===== src/rtl/eeprom_wr_guard_pkg.sv =====
// Shared types for the EEPROM write-protection gate.
package eeprom_wr_guard_pkg;
    // Progress of the protection command recognizer.
    typedef enum logic [1:0] {
        SEQ_IDLE = 2'd0,
        SEQ_GOT1 = 2'd1,
        SEQ_GOT2 = 2'd2
    } seq_t;
endpackage


===== src/rtl/wr_pwr_lockout.sv =====
// Power-up lockout: ready goes high only after supply_ok has been high for
// PWR_DLY consecutive clock cycles, and it drops at once when supply_ok falls.
// Assumes supply_ok is already synchronous to clk and PWR_DLY >= 1.
module wr_pwr_lockout #(
    parameter int PWR_DLY = 625000
) (
    input  logic clk,
    input  logic rst_n,
    input  logic supply_ok,
    output logic ready
);
    localparam int PW = $clog2(PWR_DLY + 1);
    localparam logic [PW-1:0] DLY_V = PW'(PWR_DLY);

    logic [PW-1:0] pcnt;

    // Count good-supply cycles, saturating at the delay; clear on a low supply.
    always_ff @(posedge clk) begin
        if (!rst_n)
            pcnt <= '0;
        else if (!supply_ok)
            pcnt <= '0;
        else if (pcnt != DLY_V)
            pcnt <= pcnt + 1'b1;
    end

    assign ready = supply_ok && (pcnt == DLY_V);

    // ready implies the supply was good at the previous edge as well
    a_r2_ready_after_good: assert property (@(posedge clk) disable iff (!rst_n)
        ready |-> (supply_ok && $past(supply_ok)));
endmodule


===== src/rtl/wr_glitch_filter.sv =====
// Minimum-width filter for the combined write strobe: it raises evt for one
// cycle once act has been sampled high for FILT_W consecutive cycles, and then
// stays quiet until act drops. Assumes act is synchronous to clk and FILT_W >= 1.
module wr_glitch_filter #(
    parameter int FILT_W = 2
) (
    input  logic clk,
    input  logic rst_n,
    input  logic act,
    output logic evt
);
    localparam int FW = $clog2(FILT_W + 1);
    localparam logic [FW-1:0] FW_V = FW'(FILT_W);

    logic [FW-1:0] cnt;

    // Count consecutive active samples, saturating at the filter width.
    always_ff @(posedge clk) begin
        if (!rst_n)
            cnt <= '0;
        else if (!act)
            cnt <= '0;
        else if (cnt != FW_V)
            cnt <= cnt + 1'b1;
    end

    assign evt = act && (cnt == FW_V - 1'b1);

    // one event per strobe, never two cycles in a row
    a_r5_single_evt: assert property (@(posedge clk) disable iff (!rst_n)
        evt |=> !evt);
    // an event only while the strobe is active
    a_r4_evt_needs_act: assert property (@(posedge clk) disable iff (!rst_n)
        evt |-> act);
endmodule


===== src/rtl/wr_cmd_seq.sv =====
// Recognizer for the three-write protection command. Each accepted write
// (take) either advances one step or returns to idle. A match on the last
// step turns protection on until reset.
module wr_cmd_seq
    import eeprom_wr_guard_pkg::*;
#(
    parameter int AW = 13,
    parameter int DW = 8,
    parameter logic [AW-1:0] CMD0_ADDR = 13'h1555,
    parameter logic [DW-1:0] CMD0_DATA = 8'hAA,
    parameter logic [AW-1:0] CMD1_ADDR = 13'h0AAA,
    parameter logic [DW-1:0] CMD1_DATA = 8'h55,
    parameter logic [AW-1:0] CMD2_ADDR = 13'h1555,
    parameter logic [DW-1:0] CMD2_DATA = 8'hA0
) (
    input  logic          clk,
    input  logic          rst_n,
    input  logic          take,
    input  logic [AW-1:0] addr,
    input  logic [DW-1:0] wdata,
    output logic          prot_on
);
    seq_t st;
    logic prot_q;
    logic hit;

    // Compare the current write with the command expected at this step.
    always_comb begin
        case (st)
            SEQ_IDLE: hit = (addr == CMD0_ADDR) && (wdata == CMD0_DATA);
            SEQ_GOT1: hit = (addr == CMD1_ADDR) && (wdata == CMD1_DATA);
            SEQ_GOT2: hit = (addr == CMD2_ADDR) && (wdata == CMD2_DATA);
            default:  hit = 1'b0;
        endcase
    end

    // Advance on a match, fall back to idle on a mismatch, arm on the last step.
    always_ff @(posedge clk) begin
        if (!rst_n) begin
            st     <= SEQ_IDLE;
            prot_q <= 1'b0;
        end else if (take) begin
            case (st)
                SEQ_IDLE: st <= hit ? SEQ_GOT1 : SEQ_IDLE;
                SEQ_GOT1: st <= hit ? SEQ_GOT2 : SEQ_IDLE;
                default: begin
                    st <= SEQ_IDLE;
                    if (hit) prot_q <= 1'b1;
                end
            endcase
        end
    end

    assign prot_on = prot_q;

    // protection stays on until reset
    a_r7_sticky: assert property (@(posedge clk) disable iff (!rst_n)
        prot_on |=> prot_on);
    // protection turns on only from an accepted write at the last step
    a_r7_arm_from_last: assert property (@(posedge clk) disable iff (!rst_n)
        $rose(prot_on) |-> ($past(take) && $past(st) == SEQ_GOT2));
    // state moves only on an accepted write
    a_r10_hold: assert property (@(posedge clk) disable iff (!rst_n)
        !take |=> $stable(st));
endmodule


===== src/rtl/eeprom_wr_guard.sv =====
// EEPROM write-protection gate. A write reaches the loader (wr_go pulse)
// only when the supply is good and settled, the strobe levels allow a write,
// the strobe survives the glitch filter, and software protection is off.
// Assumes all inputs are synchronous to clk.
module eeprom_wr_guard #(
    parameter int AW      = 13,
    parameter int DW      = 8,
    parameter int FILT_W  = 2,
    parameter int PWR_DLY = 625000,
    parameter logic [AW-1:0] CMD0_ADDR = 13'h1555,
    parameter logic [DW-1:0] CMD0_DATA = 8'hAA,
    parameter logic [AW-1:0] CMD1_ADDR = 13'h0AAA,
    parameter logic [DW-1:0] CMD1_DATA = 8'h55,
    parameter logic [AW-1:0] CMD2_ADDR = 13'h1555,
    parameter logic [DW-1:0] CMD2_DATA = 8'hA0
) (
    input  logic          clk,
    input  logic          rst_n,
    input  logic          supply_ok,
    input  logic          cs_n,
    input  logic          we_n,
    input  logic          oe_n,
    input  logic [AW-1:0] addr,
    input  logic [DW-1:0] wdata,
    output logic          wr_go,
    output logic          prot_on
);
    logic ready;
    logic act;
    logic evt;
    logic take;
    logic go_q;

    assign act  = !cs_n && !we_n && oe_n;
    assign take = evt && ready;

    wr_pwr_lockout #(.PWR_DLY(PWR_DLY)) i_lockout (
        .clk(clk), .rst_n(rst_n), .supply_ok(supply_ok), .ready(ready)
    );

    wr_glitch_filter #(.FILT_W(FILT_W)) i_filter (
        .clk(clk), .rst_n(rst_n), .act(act), .evt(evt)
    );

    wr_cmd_seq #(
        .AW(AW), .DW(DW),
        .CMD0_ADDR(CMD0_ADDR), .CMD0_DATA(CMD0_DATA),
        .CMD1_ADDR(CMD1_ADDR), .CMD1_DATA(CMD1_DATA),
        .CMD2_ADDR(CMD2_ADDR), .CMD2_DATA(CMD2_DATA)
    ) i_seq (
        .clk(clk), .rst_n(rst_n), .take(take),
        .addr(addr), .wdata(wdata), .prot_on(prot_on)
    );

    // Register the qualified strobe; protection state is taken before any update.
    always_ff @(posedge clk) begin
        if (!rst_n)
            go_q <= 1'b0;
        else
            go_q <= take && !prot_on;
    end

    assign wr_go = go_q;

    // a low supply blocks the next strobe
    a_r1_supply_block: assert property (@(posedge clk) disable iff (!rst_n)
        !supply_ok |=> !wr_go);
    // a pulse needs the write levels in the cycle before
    a_r3_levels: assert property (@(posedge clk) disable iff (!rst_n)
        wr_go |-> $past(oe_n && !cs_n && !we_n));
    // protection blocks every later write
    a_r9_protected: assert property (@(posedge clk) disable iff (!rst_n)
        prot_on |=> !wr_go);
endmodule


===== config.mk =====
export PLATFORM = sky130hd
export DESIGN_NAME = eeprom_wr_guard
export DESIGN_NICKNAME = d
export VERILOG_FILES = /design/src/rtl/eeprom_wr_guard_pkg.sv /design/src/rtl/wr_pwr_lockout.sv /design/src/rtl/wr_glitch_filter.sv /design/src/rtl/wr_cmd_seq.sv /design/src/rtl/eeprom_wr_guard.sv
export SDC_FILE = /design/constraint.sdc
export NUM_CORES = 1
export LEC_CHECK = 0
export ABC_CLOCK_PERIOD_IN_PS = 2450
export BUFFER_PORTS_ARGS = -buffer_cell sky130_fd_sc_hd__buf_2
export CORE_ASPECT_RATIO = 1.4
export CORE_MARGIN = 1
export CORE_UTILIZATION = 54
export DETAILED_ROUTE_END_ITERATION = 8
export GPL_ROUTABILITY_DRIVEN = 0
export GPL_TIMING_DRIVEN = 1
export HOLD_SLACK_MARGIN = 0.06
export PLACE_DENSITY = 0.79
export SLEW_MARGIN = 10
export SYNTH_ARGS = -nofsm -noshare
export SYNTH_HDL_FRONTEND = slang
export SYNTH_SLANG_ARGS = --single-unit

===== constraint.sdc =====
create_clock -name clk -period 2.45 [get_ports clk]
set_clock_uncertainty 0.05 [all_clocks]
set_input_delay 0.1225 -clock clk [delete_from_list [all_inputs] [get_ports clk]]
set_output_delay 0.1225 -clock clk [all_outputs]
set_load 0.05 [all_outputs]

=== Word-level counts from Yosys, hierarchy flattened ===
Cells that the tools add are included.

* Bitwise operators: 1
* Reductions and logical operators: 17
* Mux-type cells: 4
* Eq/ne operators: 11
* Add/subtract/negate cells: 2

{| class="wikitable"
|+ Operator list
! operator !! count
|-
| adder 20 x 1 -> 20 bit, second input constant || 1
|-
| == test 20 bit, second input constant || 1
|-
| inequality test 20 bit, second input constant || 1
|-
| == test 8 bit, second input constant || 2
|-
| == test 13 x 12 -> 1 bit, second input constant || 1
|-
| == test 13 bit, second input constant || 1
|-
| logical AND 1 bit || 9
|-
| == test 8 x 7 -> 1 bit, second input constant || 1
|-
| == test 2 x 1 -> 1 bit, second input constant || 2
|-
| case mux 2 bit (2 select lines) || 1
|-
| AND reduction 2 bit || 2
|-
| logical NOT 1 bit || 3
|-
| case mux 1 bit (3 select lines) || 1
|-
| AND reduction 3 bit || 1
|-
| adder 2 x 1 -> 2 bit, second input constant || 1
|-
| == test 2 bit, second input constant || 1
|-
| logical NOT 2 bit || 1
|-
| 2-to-1 mux 2 bit || 1
|-
| inequality test 2 bit, second input constant || 1
|-
| OR reduction 2 bit || 1
|-
| 2-to-1 mux 1 bit || 1
|-
| NOT 1 bit || 1
|}

* Register bits: 26

=== Longest topological paths before layout ===
* Word-level depth: 6
* Gate-level depth with buffers: 6

=== Modules after synthesis ===
A second synthesis with hierarchy kept.

* Cells, all modules: 167
* Area total of the unflattened synthesis: 1467.7 µm²

{| class="wikitable"
|+ By module, submodules not included
! module !! area each (µm²) !! cells each !! times used
|-
| wr_pwr_lockout || 1037.2 || 122 || 1
|-
| wr_cmd_seq || 277.8 || 29 || 1
|-
| wr_glitch_filter || 108.9 || 12 || 1
|-
| eeprom_wr_guard || 43.8 || 4 || 1
|}

=== Worst setup path before layout ===
No wires, ideal clock.

* Path type: flip-flop to flip-flop
* Start: register i_lockout.pcnt[0]
* End: register i_lockout.pcnt[18]
* Required time: 2314 ps
* Stages on the path, launching flop included: 6
* Path buffers: 0
* Period minus slack after synthesis: 1763 ps
* Path slack: 687 ps
* Library setup time: 86 ps
* Arrival: 1627 ps
* Cell sequence: dfxtp_1 ha_1 and3_2 nand2_1 or4_1 a211oi_1

* Longest elaborated chain between the ends: 1
* Elaborated cells on any way between the ends: 2

{| class="wikitable"
|+ Ends and longest elaborated chain
! what !! line !! text
|-
| start, declared || wr_pwr_lockout.sv:15 || <nowiki>logic [PW-1:0] pcnt;</nowiki>
|-
| start signal, assigned || wr_pwr_lockout.sv:24 || <nowiki>pcnt <= pcnt + 1'b1;</nowiki>
|-
| adder 20 x 1 -> 20 bit / inequality test 20 bit (equally long branches) || wr_pwr_lockout.sv:24, wr_pwr_lockout.sv:23 ||
|}

Several ways; a longest one is shown, not always the timed one.
A chain may end at the register's enable or synchronous reset.

=== Worst setup path after layout ===
* Start: input wdata[3]
* End: register i_seq.st[1]

* Longest elaborated chain between the ends: 5
* Elaborated cells on any way between the ends: 9

{| class="wikitable"
|+ Ends and longest elaborated chain
! what !! line !! text
|-
| start, declared || eeprom_wr_guard.sv:24 || <nowiki>input logic [DW-1:0] wdata,</nowiki>
|-
| == test 8 bit (tied with other cells) || wr_cmd_seq.sv:32 || <nowiki>SEQ_GOT2: hit = (addr == CMD2_ADDR) && (wdata == CMD2_DATA);</nowiki>
|-
| logical AND 1 bit (on tied branches) || wr_cmd_seq.sv:32, wr_cmd_seq.sv:30, wr_cmd_seq.sv:31 ||
|-
| case mux 1 bit (3 select lines) (*) || wr_cmd_seq.sv:29 || <nowiki>case (st)</nowiki>
|-
| 2-to-1 mux 2 bit (*) || wr_cmd_seq.sv:45 || <nowiki>SEQ_GOT1: st <= hit ? SEQ_GOT2 : SEQ_IDLE;</nowiki>
|-
| case mux 2 bit (2 select lines) (*) || wr_cmd_seq.sv:43 || <nowiki>case (st)</nowiki>
|-
| end signal, assigned || wr_cmd_seq.sv:44 || <nowiki>SEQ_IDLE: st <= hit ? SEQ_GOT1 : SEQ_IDLE;</nowiki>
|-
| end signal, assigned || wr_cmd_seq.sv:45 ||
|-
| end, declared || wr_cmd_seq.sv:23 || <nowiki>seq_t st;</nowiki>
|}

Every way passes the cells marked *; elsewhere a longest branch is shown, timed or not.

==> flow_summary.json <==
{
  "ir_worst_vdd_uv": 346.2,
  "syn_nets": 191,
  "fin_crit_sh_pct": 90.95,
  "period_needed_ps": 2228,
  "core-area_um2": 2444,
  "antenna_left": 0,
  "io_buffer_count": 28,
  "hpwl_um": 2363,
  "grt_pass1_vias": 1285,
  "fp.dieW_um": 45.36,
  "synth_area_per_cell_um2": 8.884,
  "tritoncts": "done",
  "overflow": 0,
  "r2r_cells": 5,
  "grt_max_degree": 21,
  "vias_per_cell": 5.770,
  "synthCells": 160,
  "synth-seq-area-share_pct": 36.62,
  "timing.slew.headroom_pct": 55.12,
  "post-cts-setup-buffers": 0,
  "status": "finished clean",
  "grt.total_usage_pct": 23.99,
  "grt_pass1_wl_um": 5140,
  "startpoint_type": "primary input",
  "critPathBufInv": 4,
  "worstSetupStartpoint": "wdata[3]",
  "drt_first_pass_iters": 4,
  "start_util_pct": 58.17,
  "final_util_pct": 67.69,
  "crit_type": "in -> reg",
  "worstPathArrival_ps": 2440,
  "synth-async-reset-ratio_pct": 0,
  "chipHeight_um": 62.71,
  "yosysUniqueCellTypes": 42,
  "slew_violations": 0,
  "antenna_found_initial": 0,
  "netlist_top_cells_area": "dfxtp_1, nor2_1, xor2_1",
  "fillers": 210,
  "timing.rr.start": "i_lockout.pcnt[0]$_SDFFE_PN0P_",
  "dr.first_iter.drc_count": 21,
  "dieArea_um2": 2844,
  "finalWorstSetupSlack_ps": 221.8,
  "finalSetupViolations": 0,
  "tns_ps": 0,
  "final_layout_size_suffix_gt1_share_pct": 21.35,
  "rows": 21,
  "hold_class": "in -> reg",
  "cp_slowest_cell": "dlygate4sd3_1",
  "fmax_mhz": 448.8,
  "clockBufferDepth": 2,
  "synth_area_um2": 1421,
  "path_depth": 7,
  "postCtsHoldBufs": 5,
  "path_cells": "dlygate4sd3_1 > buf_2 > nor3b_1 > dlygate4sd3_1 > nand4_1 > dlygate4sd3_1 > mux2i_1",
  "yosys_warnings": 0,
  "post-place-cells": 218,
  "worst_pin_slew_ps": 671.5,
  "max_cap_viol_count": 0,
  "cp_common_cell": "dlygate4sd3_1",
  "required_ps": 2660,
  "drc": 0,
  "cts_num_sinks": 26,
  "stdcell_count": 226,
  "syn2layout_area_growth_pct": 16.37,
  "leakage_uw": 0.0006250,
  "cts_resized": 0,
  "vias": 1304,
  "worstPathMaxFanout": 2,
  "h-tree-depth": 1,
  "rsz0062_at_grt": "no",
  "r2r_slack_ps": 490,
  "hold_viol": 0,
  "synth-edff-count": 0,
  "synth-seq-cells": 26,
  "clock_latency_ps": 320,
  "worst_r2r_endpoint": "i_lockout.pcnt[18]$_SDFFE_PN0P_",
  "critical_path.top_delay_family": "buffers and inverters",
  "cts_root_buffer": "clkbuf_4",
  "holdWs_ps": 68.17,
  "yosys.area.top_type": "dfxtp_1",
  "io_pins": 29,
  "nNetsFinal": 225,
  "setup.worst_path.end": "i_seq.st[1]$_SDFFE_PN0P_",
  "insertedDiodeCount": 0,
  "crit_path_end_kind": "register",
  "critical_path.max_stage_delay_ps": 610,
  "dp_slack_ps": 487.6,
  "wl_per_cell_um": 13.87,
  "power.density_nw_per_um2": 398.6,
  "routed_wl_um": 3134,
  "cts_buffers": 3,
  "clkTransAtPathRegs_ps": 130,
  "synth_ff_type": "dfxtp_1",
  "synth_top_cell_area_share_pct": 36.62
}
## synthesized netlist by cell type, types with 2 or more instances
master / number
dfxtp_1: 26
nor2_1: 19
nand3_1: 11
nand2_1: 10
xor2_1: 8
nand4_1: 7
a21oi_1: 6
nor3_1: 6
inv_1: 5
ha_1: 4
xnor2_1: 4
and3_1: 3
clkbuf_1: 3
mux2i_1: 3
nand4b_1: 3
nor3b_1: 3
nor4b_1: 3
nor4bb_1: 3
o21ai_0: 3
and2_1: 2
and3_2: 2
and4b_1: 2
nor4_1: 2
o31ai_1: 2
or3_2: 2
or4_1: 2
## through the flow
step | power [uW] | cell area (um^2)
after floorplan | 456.9 | 1421
after global placement | 482.3 | 1582
after detailed placement | 485.9 | 1582
after CTS | 664.4 | 1654
after global routing | 688.6 | 1654
final | 659.3 | 1654
## state kept, by name, summed over array words and instances, names as in the netlist
signal	count
i_lockout.pcnt	20
i_seq.prot_on	1
i_filter.cnt	2
i_seq.st	2
wr_go	1
## where the power goes
part	switching, uW	leakage [uW]	internal [uW]
clock	120	0.0000138	57.7
combinational	25.4	0.000401	28.8
sequential	2.71	0.000210	425
## layer usage
metal / vias up / global-route usage, % / wire length, um
met4: 0 / 9.848 / 63
met2: 30 / 44.75 / 1764
met1: 607 / 25.18 / 1219
met5: - / 0 / 0
li1: 660 / - / -
met3: 7 / 2.890 / 86
## worst register-to-register path, delay by kind of cell (launching register included)
kind	cells	cell delay (ps)
adder cells (fa/ha/maj)	1	260
flip-flops	1	440
AND/OR/NAND/NOR	3	890
AO/OA/AOI/OAI	1	240
## cell usage in the layout (no fill, tap or decap), drive strengths merged, types with 6 or more instances in the layout
cell / synthesis / layout
nor2: 19 / 19
nor3: 6 / 6
xor2: 8 / 8
buf: 1 / 28
dfxtp: 26 / 26
nand2: 10 / 10
nand3: 11 / 11
nand4: 8 / 8
a21oi: 6 / 6
## logic make-up (layout without fill, tap and decap cells)
kind of cell | Yosys count | in the layout | synth area share (%)
multiplexers | 3 | 3 | 2.113
flip-flops | 26 | 26 | 36.62
buffers and inverters | 9 | 41 | 2.905
AO/OA/AOI/OAI | 17 | 17 | 7.747
AND/OR/NAND/NOR | 89 | 89 | 39.70
XOR/XNOR | 12 | 12 | 7.394
adder cells (fa/ha/maj) | 4 | 4 | 3.521
## how the worst min path moves through the flow
stage	from	endpoint	slack (ps)	cells after the start
5_1_grt	supply_ok	i_lockout.pcnt[2]$_SDFFE_PN0P_	70	3
4_1_cts	rst_n	i_seq.st[1]$_SDFFE_PN0P_	60	3
6_report	rst_n	i_seq.st[1]$_SDFFE_PN0P_	70	3
2_1_floorplan	supply_ok	i_lockout.pcnt[1]$_SDFFE_PN0P_	250	2
3_5_place_dp	cs_n	i_filter.cnt[1]$_SDFFE_PN0P_	390	4
3_3_place_gp	cs_n	i_filter.cnt[0]$_SDFFE_PN0P_	370	4
## area by class of cell
type	count	area (um^2)	area share (%)
inverters	5	18.77	1.135
flip-flops and latches	26	520.5	31.47
well taps	34	42.54	2.572
repair buffers	33	190.2	11.50
clock buffers	3	22.52	1.362
multi-input cells	125	859.6	51.97
(Power assumes the default switching activity.)
